$ cat src/rtl/coinc_pkg.sv
// Shared types for the coincidence window evaluator.
// Assumes: two-bit requirement codes, four-state control sequence.
package coinc_pkg;
    typedef enum logic [1:0] {
        REQ_DONT = 2'b00,
        REQ_MUST = 2'b01,
        REQ_VETO = 2'b10,
        REQ_RSV  = 2'b11
    } req_e;

    typedef enum logic [1:0] {
        ST_IDLE,
        ST_OPEN,
        ST_EVAL,
        ST_HOLD
    } state_e;
endpackage

$ cat src/rtl/coinc_edge.sv
// Rising-edge detector for all hit lines, gated by the channel enables.
// Assumes: hit lines are already synchronous to clk.
module coinc_edge #(
    parameter int NCH = 8
) (
    input  logic           clk,
    input  logic           rst_n,
    input  logic [NCH-1:0] hit_i,
    input  logic [NCH-1:0] enable_i,
    output logic [NCH-1:0] edge_o
);
    logic [NCH-1:0] prev_q;

    // remember last sampled level of every hit line
    always_ff @(posedge clk) begin
        if (!rst_n) prev_q <= '0;
        else        prev_q <= hit_i;
    end

    assign edge_o = hit_i & ~prev_q & enable_i;
endmodule

$ cat src/rtl/coinc_chan_tdc.sv
// One channel's recorder: fired flag, first-hit delay and accepted edge
// count. Assumes open_i and run_i are never high together.
module coinc_chan_tdc #(
    parameter int WIN_W = 16,
    parameter int CNT_W = 8
) (
    input  logic             clk,
    input  logic             rst_n,
    input  logic             open_i,
    input  logic             run_i,
    input  logic             accept_i,
    input  logic             edge_i,
    output logic             fired_o,
    output logic [WIN_W-1:0] delay_o,
    output logic [CNT_W-1:0] count_o
);
    localparam logic [WIN_W-1:0] DLY_MAX = {WIN_W{1'b1}};
    localparam logic [CNT_W-1:0] CNT_MAX = {CNT_W{1'b1}};

    logic             fired_q;
    logic [WIN_W-1:0] delay_q;
    logic [CNT_W-1:0] count_q;

    // restart on window open, then time and count until the window closes
    always_ff @(posedge clk) begin
        if (!rst_n) begin
            fired_q <= 1'b0;
            delay_q <= '0;
            count_q <= '0;
        end else if (open_i) begin
            fired_q <= edge_i;
            delay_q <= '0;
            count_q <= {{(CNT_W-1){1'b0}}, edge_i};
        end else if (run_i) begin
            if (!fired_q && delay_q != DLY_MAX) delay_q <= delay_q + 1'b1;
            if (accept_i && edge_i) begin
                fired_q <= 1'b1;
                if (count_q != CNT_MAX) count_q <= count_q + 1'b1;
            end
        end
    end

    assign fired_o = fired_q;
    assign delay_o = delay_q;
    assign count_o = count_q;
endmodule

$ cat src/rtl/coinc_ctrl.sv
// Window sequencer: idle, open, evaluate, hold-until-rearm. Captures the
// window length and requirement at open. Assumes win_len_i of 0 means 1.
module coinc_ctrl #(
    parameter int NCH   = 8,
    parameter int WIN_W = 16
) (
    input  logic             clk,
    input  logic             rst_n,
    input  logic             any_edge_i,
    input  logic [WIN_W-1:0] win_len_i,
    input  logic [2*NCH-1:0] req_i,
    input  logic             rearm_i,
    output logic             open_o,
    output logic             run_o,
    output logic             accept_o,
    output logic             eval_o,
    output logic             busy_o,
    output logic [2*NCH-1:0] req_o
);
    import coinc_pkg::*;

    state_e           state_q;
    logic [WIN_W-1:0] wc_q;
    logic [WIN_W-1:0] len_q;
    logic [2*NCH-1:0] req_q;

    // advance the sequence and the elapsed-cycle counter
    always_ff @(posedge clk) begin
        if (!rst_n) begin
            state_q <= ST_IDLE;
            wc_q    <= '0;
            len_q   <= '0;
            req_q   <= '0;
        end else begin
            case (state_q)
                ST_IDLE: if (any_edge_i) begin
                    state_q <= ST_OPEN;
                    wc_q    <= WIN_W'(1);
                    len_q   <= (win_len_i == '0) ? WIN_W'(1) : win_len_i;
                    req_q   <= req_i;
                end
                ST_OPEN: if (wc_q >= len_q) state_q <= ST_EVAL;
                         else               wc_q    <= wc_q + 1'b1;
                ST_EVAL: state_q <= ST_HOLD;
                default: if (rearm_i) state_q <= ST_IDLE;
            endcase
        end
    end

    // decode control strobes from the current state
    always_comb begin
        open_o   = (state_q == ST_IDLE) && any_edge_i;
        run_o    = (state_q == ST_OPEN);
        accept_o = run_o && (wc_q < len_q);
        eval_o   = (state_q == ST_EVAL);
        busy_o   = run_o || eval_o;
    end

    assign req_o = req_q;
endmodule

$ cat src/rtl/coinc_match.sv
// Compares the fired vector with the per-channel two-bit requirement.
// Assumes codes 00 and 11 both mean "ignore".
module coinc_match #(
    parameter int NCH = 8
) (
    input  logic [2*NCH-1:0] req_i,
    input  logic [NCH-1:0]   fired_i,
    output logic             match_o
);
    import coinc_pkg::*;

    // every channel must satisfy its own code
    always_comb begin
        match_o = 1'b1;
        for (int c = 0; c < NCH; c++) begin
            case (req_e'(req_i[2*c +: 2]))
                REQ_MUST: if (!fired_i[c]) match_o = 1'b0;
                REQ_VETO: if (fired_i[c])  match_o = 1'b0;
                default:  ;
            endcase
        end
    end
endmodule

$ cat src/rtl/coinc_window_eval.sv
// Top: coincidence window evaluator with per-channel arrival timing and
// edge counts. Assumes synchronous hit lines and a rearm after each result.
module coinc_window_eval #(
    parameter int NCH   = 8,
    parameter int WIN_W = 16,
    parameter int CNT_W = 8
) (
    input  logic               clk,
    input  logic               rst_n,
    input  logic [NCH-1:0]     hit_i,
    input  logic [NCH-1:0]     enable_i,
    input  logic [2*NCH-1:0]   req_i,
    input  logic [WIN_W-1:0]   win_len_i,
    input  logic               rearm_i,
    output logic               busy_o,
    output logic               done_o,
    output logic               valid_o,
    output logic [NCH-1:0]     hitmap_o,
    output logic [NCH*WIN_W-1:0] delay_o,
    output logic [NCH*CNT_W-1:0] count_o
);
    logic [NCH-1:0]   edges;
    logic [NCH-1:0]   fired;
    logic [2*NCH-1:0] req_cap;
    logic             open_s, run_s, accept_s, eval_s, match_s;

    coinc_edge #(.NCH(NCH)) u_edge (
        .clk(clk), .rst_n(rst_n), .hit_i(hit_i), .enable_i(enable_i),
        .edge_o(edges)
    );

    coinc_ctrl #(.NCH(NCH), .WIN_W(WIN_W)) u_ctrl (
        .clk(clk), .rst_n(rst_n), .any_edge_i(|edges),
        .win_len_i(win_len_i), .req_i(req_i), .rearm_i(rearm_i),
        .open_o(open_s), .run_o(run_s), .accept_o(accept_s),
        .eval_o(eval_s), .busy_o(busy_o), .req_o(req_cap)
    );

    for (genvar c = 0; c < NCH; c++) begin : g_chan
        coinc_chan_tdc #(.WIN_W(WIN_W), .CNT_W(CNT_W)) u_tdc (
            .clk(clk), .rst_n(rst_n), .open_i(open_s), .run_i(run_s),
            .accept_i(accept_s), .edge_i(edges[c]), .fired_o(fired[c]),
            .delay_o(delay_o[c*WIN_W +: WIN_W]),
            .count_o(count_o[c*CNT_W +: CNT_W])
        );
    end

    coinc_match #(.NCH(NCH)) u_match (
        .req_i(req_cap), .fired_i(fired), .match_o(match_s)
    );

    assign done_o   = eval_s;
    assign valid_o  = eval_s && match_s;
    assign hitmap_o = fired;
endmodule

$ cat config.mk
export PLATFORM = sky130hd
export DESIGN_NAME = coinc_window_eval
export DESIGN_NICKNAME = d
export VERILOG_FILES = /design/src/rtl/coinc_pkg.sv /design/src/rtl/coinc_edge.sv /design/src/rtl/coinc_chan_tdc.sv /design/src/rtl/coinc_ctrl.sv /design/src/rtl/coinc_match.sv /design/src/rtl/coinc_window_eval.sv
export SDC_FILE = /design/constraint.sdc
export NUM_CORES = 1
export LEC_CHECK = 0
export BUFFER_PORTS_ARGS = -buffer_cell sky130_fd_sc_hd__buf_2
export CORE_ASPECT_RATIO = 0.8
export CORE_MARGIN = 2
export CORE_UTILIZATION = 38
export DETAILED_ROUTE_END_ITERATION = 10
export PLACE_DENSITY = 0.57
export SYNTH_ARGS = -nofsm -noshare
export SYNTH_HDL_FRONTEND = slang
export SYNTH_SLANG_ARGS = --single-unit
export TNS_END_PERCENT = 5
$ cat constraint.sdc
create_clock -name clk -period 4.5 [get_ports clk]
set_clock_uncertainty 0.2 [all_clocks]
set_input_delay 0.225 -clock clk [delete_from_list [all_inputs] [get_ports clk]]
set_output_delay 0.225 -clock clk [all_outputs]
set_load 0.005 [all_outputs]
==> metrics <==
outcome finished, final reports clean; Total Routing Usage GR 19.5%; Antenna Violating Nets Remaining 0; Max Clk Rate between 300 and 400 MHz; Starting Density roughly 39%; pin count of the biggest net entering global routing between 100 and 150; first-pass GRT wire length approximately 53 mm; pin slew with the least headroom to its limit roughly 0.8 ns; crit-path max FO 30; Startpoint Class register; Slew HR 46.9%; routed len/inst around 16 um; Leak just over 6 nW; Pint 4.32 mW; number of remaining DRC errors 0; Sink Count 258; # setup viols final 0; CTS clk-pin slew, worst paths ~0.06 ns; layout cells sized above 1 18.7%; Die Ht ~160 um; I/O pins 254; Num CTS Buffers 29; Core Rows 58; register share of total power 41.0%; Setup crit end kind register; Peak VDD IR 0.247 mV; Area Growth Syn to Fin 24.8%; core area between 30,000 and 40,000 um2; Clk network pwr share around 37%; Post-synth ARST share 0%; vias in the first global route around 10,000; CTS tree done; Synth Cell Area between 10,000 and 15,000 um2; cell chain of the critical path ha_1 -> a21oi_1 -> o2111ai_1 -> a21oi_2 -> and3_2 -> a21oi_2 -> buf_4 -> or4_1 -> a21oi_1; Critical Path Max Stage Delay between 0.5 and 0.6 ns; Final Util about half; DP Cell Count just over 2,000; Syn Inst Count between 1,000 and 1,500; Power Density approximately 420 nW/um2; total negative slack 0 ns; final WL approximately 34 mm; register area share after synthesis 42.5%; dpl hpwl roughly 24 mm; post-CTS setup buffer count 0; pre-CTS setup slack roughly 1.4 ns; Syn Nets 1,542; crit path DAT about 3.5 ns; GRT Residual Overflow 0; most common cell after layout, fill and taps aside dfxtp_1; Crit Path Category reg2reg; DRT Pass-1 Iters 5; Max Cap Violations 0; most frequent cells in the layout dfxtp_1 (258), buf_2 (253), nor2_1 (177); slowest CP cell or4_1; Seq cells post-synth 258; Root Buffer clkbuf_16; CP required between 4 and 5 ns; fin cells 2,159; initial DRC count between 600 and 700; Net count, final 1,820; Comb pwr share 21.9%; Sw Share roughly a third; H-Tree Level Count 1; Post-synth EDFFs 0; Setup WS post-layout about 1.3 ns; Post-Syn Area per Cell between 8 and 9 um2; initial antenna violation count 2; top_reg_cell synth dfxtp_1; Yosys cell types 52; Clock Path Buffers 3; Period minus WS final roughly 3.2 ns; Die X-Extent a little over 200 um; RSZ-0062 raised after global routing no; Vias about 11,000; Via density 5.01; worst hold path class in2reg; Buffers on Ports between 200 and 300; Pins Over Slew Limit 0; Sw Pwr 2.02 mW; GP Congestion a little under 0.8; die area roughly 33,000 um2; Final period util 70.4%; final count of hold timing violations 0; Clock Latency Late Sink around 0.55 ns; Synth Warn # 0
[cell families (layout without fill, tap and decap cells)]
family	after synthesis	after routing	synth area share [%]
AND/OR/NAND/NOR	665	665	26.8
flip-flops	258	258	42.5
AO/OA/AOI/OAI	192	192	9.62
XOR/XNOR	137	137	9.88
buffers and inverters	111	409	3.72
adder cells (fa/ha/maj)	52	52	5.36
multiplexers	24	24	2.05
other	0	2	0
[final timing paths]
| check | from | to | slack (ns) | cells after the start |
|---|---|---|---|---|
| setup reg to reg | u_ctrl.wc_q[13] | u_ctrl.wc_q[13] | 1.33 | 9 |
| setup / recovery | u_ctrl.wc_q[13] | u_ctrl.wc_q[13] | 1.33 | 9 |
| hold / removal | enable_i[0] | g_chan[0].u_tdc.count_o[0] | 0.02 | 5 |
| hold reg to reg | u_ctrl.len_q[9] | u_ctrl.len_q[9] | 0.26 | 2 |
[final cells by class]
class,instances,area (um2)
Antenna cell,2,5.00
Clock buffer,40,797
Clock inverter,11,140
Fill cell,3096,16300
Inverter,55,206
Multi-Input combinational cell,1070,6550
Sequential cell,258,5160
Tap cell,420,526
Timing Repair Buffer,303,1760
[synthesized netlist by cell type, types with 7 or more instances]
cell      instances  area, um2
nand3_1          85        425
and4_1           16        140
a21boi_0         32        240
clkbuf_1         42        158
or4_1             7       52.6
nor4_1            9       56.3
and2_1           22        138
mux2i_1          17        170
ha_1             52        651
dfxtp_1         258       5160
nand4_1          42        263
nor3_1           36        180
and3_1           30        188
o21ai_0          57        285
nor2b_1           9       56.3
nand2_1         158        593
nor2_1          177        664
xnor2_1          71        622
inv_1            55        206
buf_4             8       60.1
a21oi_1          61        305
xor2_1           66        578
nand3b_1         11       82.6
o211a_1           8       80.1
or3_1            46        288
mux2_2            7       78.8
[through the flow]
step           instance area [um2]  hold slack [ns]  power, mW
2_1_floorplan                12100            0.147       3.54
3_3_place_gp                 13800            0.244       4.00
3_5_place_dp                 13800            0.248       4.02
5_1_grt                      15100           0.0318       6.73
4_1_cts                      15100           0.0111       6.44
6_report                     15100           0.0247       6.34
[power by group through the flow]
stage | registers (mW) | clock network, mW | logic (mW)
2_1_floorplan | 2.61 | 0 | 0.926
3_3_place_gp | 2.65 | 0 | 1.35
3_5_place_dp | 2.65 | 0 | 1.37
4_1_cts | 2.60 | 2.43 | 1.41
5_1_grt | 2.62 | 2.53 | 1.57
6_report | 2.60 | 2.36 | 1.39
[critical path, delay by kind of cell (launching register included)]
| family | cells | cell delay, ns |
|---|---|---|
| AND/OR/NAND/NOR | 2 | 1.02 |
| AO/OA/AOI/OAI | 5 | 0.98 |
| flip-flops | 1 | 0.40 |
| adder cells (fa/ha/maj) | 1 | 0.27 |
| buffers and inverters | 1 | 0.23 |
[metal layers]
metal	track usage, %	vias to the layer above	routed length, um
li1	-	5517	-
met1	27.8	5011	16500
met2	29.9	236	14300
met3	4.33	50	2000
met4	4.74	0	668
met5	0	-	0
[sequential cells by signal, summed over array words and instances, names as in the netlist]
signal,cells
u_edge.prev_q,8
g_chan.u_tdc.count_o,64
g_chan.u_tdc.delay_o,128
u_ctrl.state_q,2
u_ctrl.wc_q,16
u_ctrl.req_o,16
g_chan.u_tdc.fired_o,8
u_ctrl.len_q,16
[what timing repair did]
| action | 4_1_cts | 5_1_grt |
|---|---|---|
| hold buffers | 42 | 0 |
| endpoints found under the hold margin | 42 | 0 |
| gates resized for setup | 0 | 0 |
Note: power is estimated with default switching activity, not from simulation.
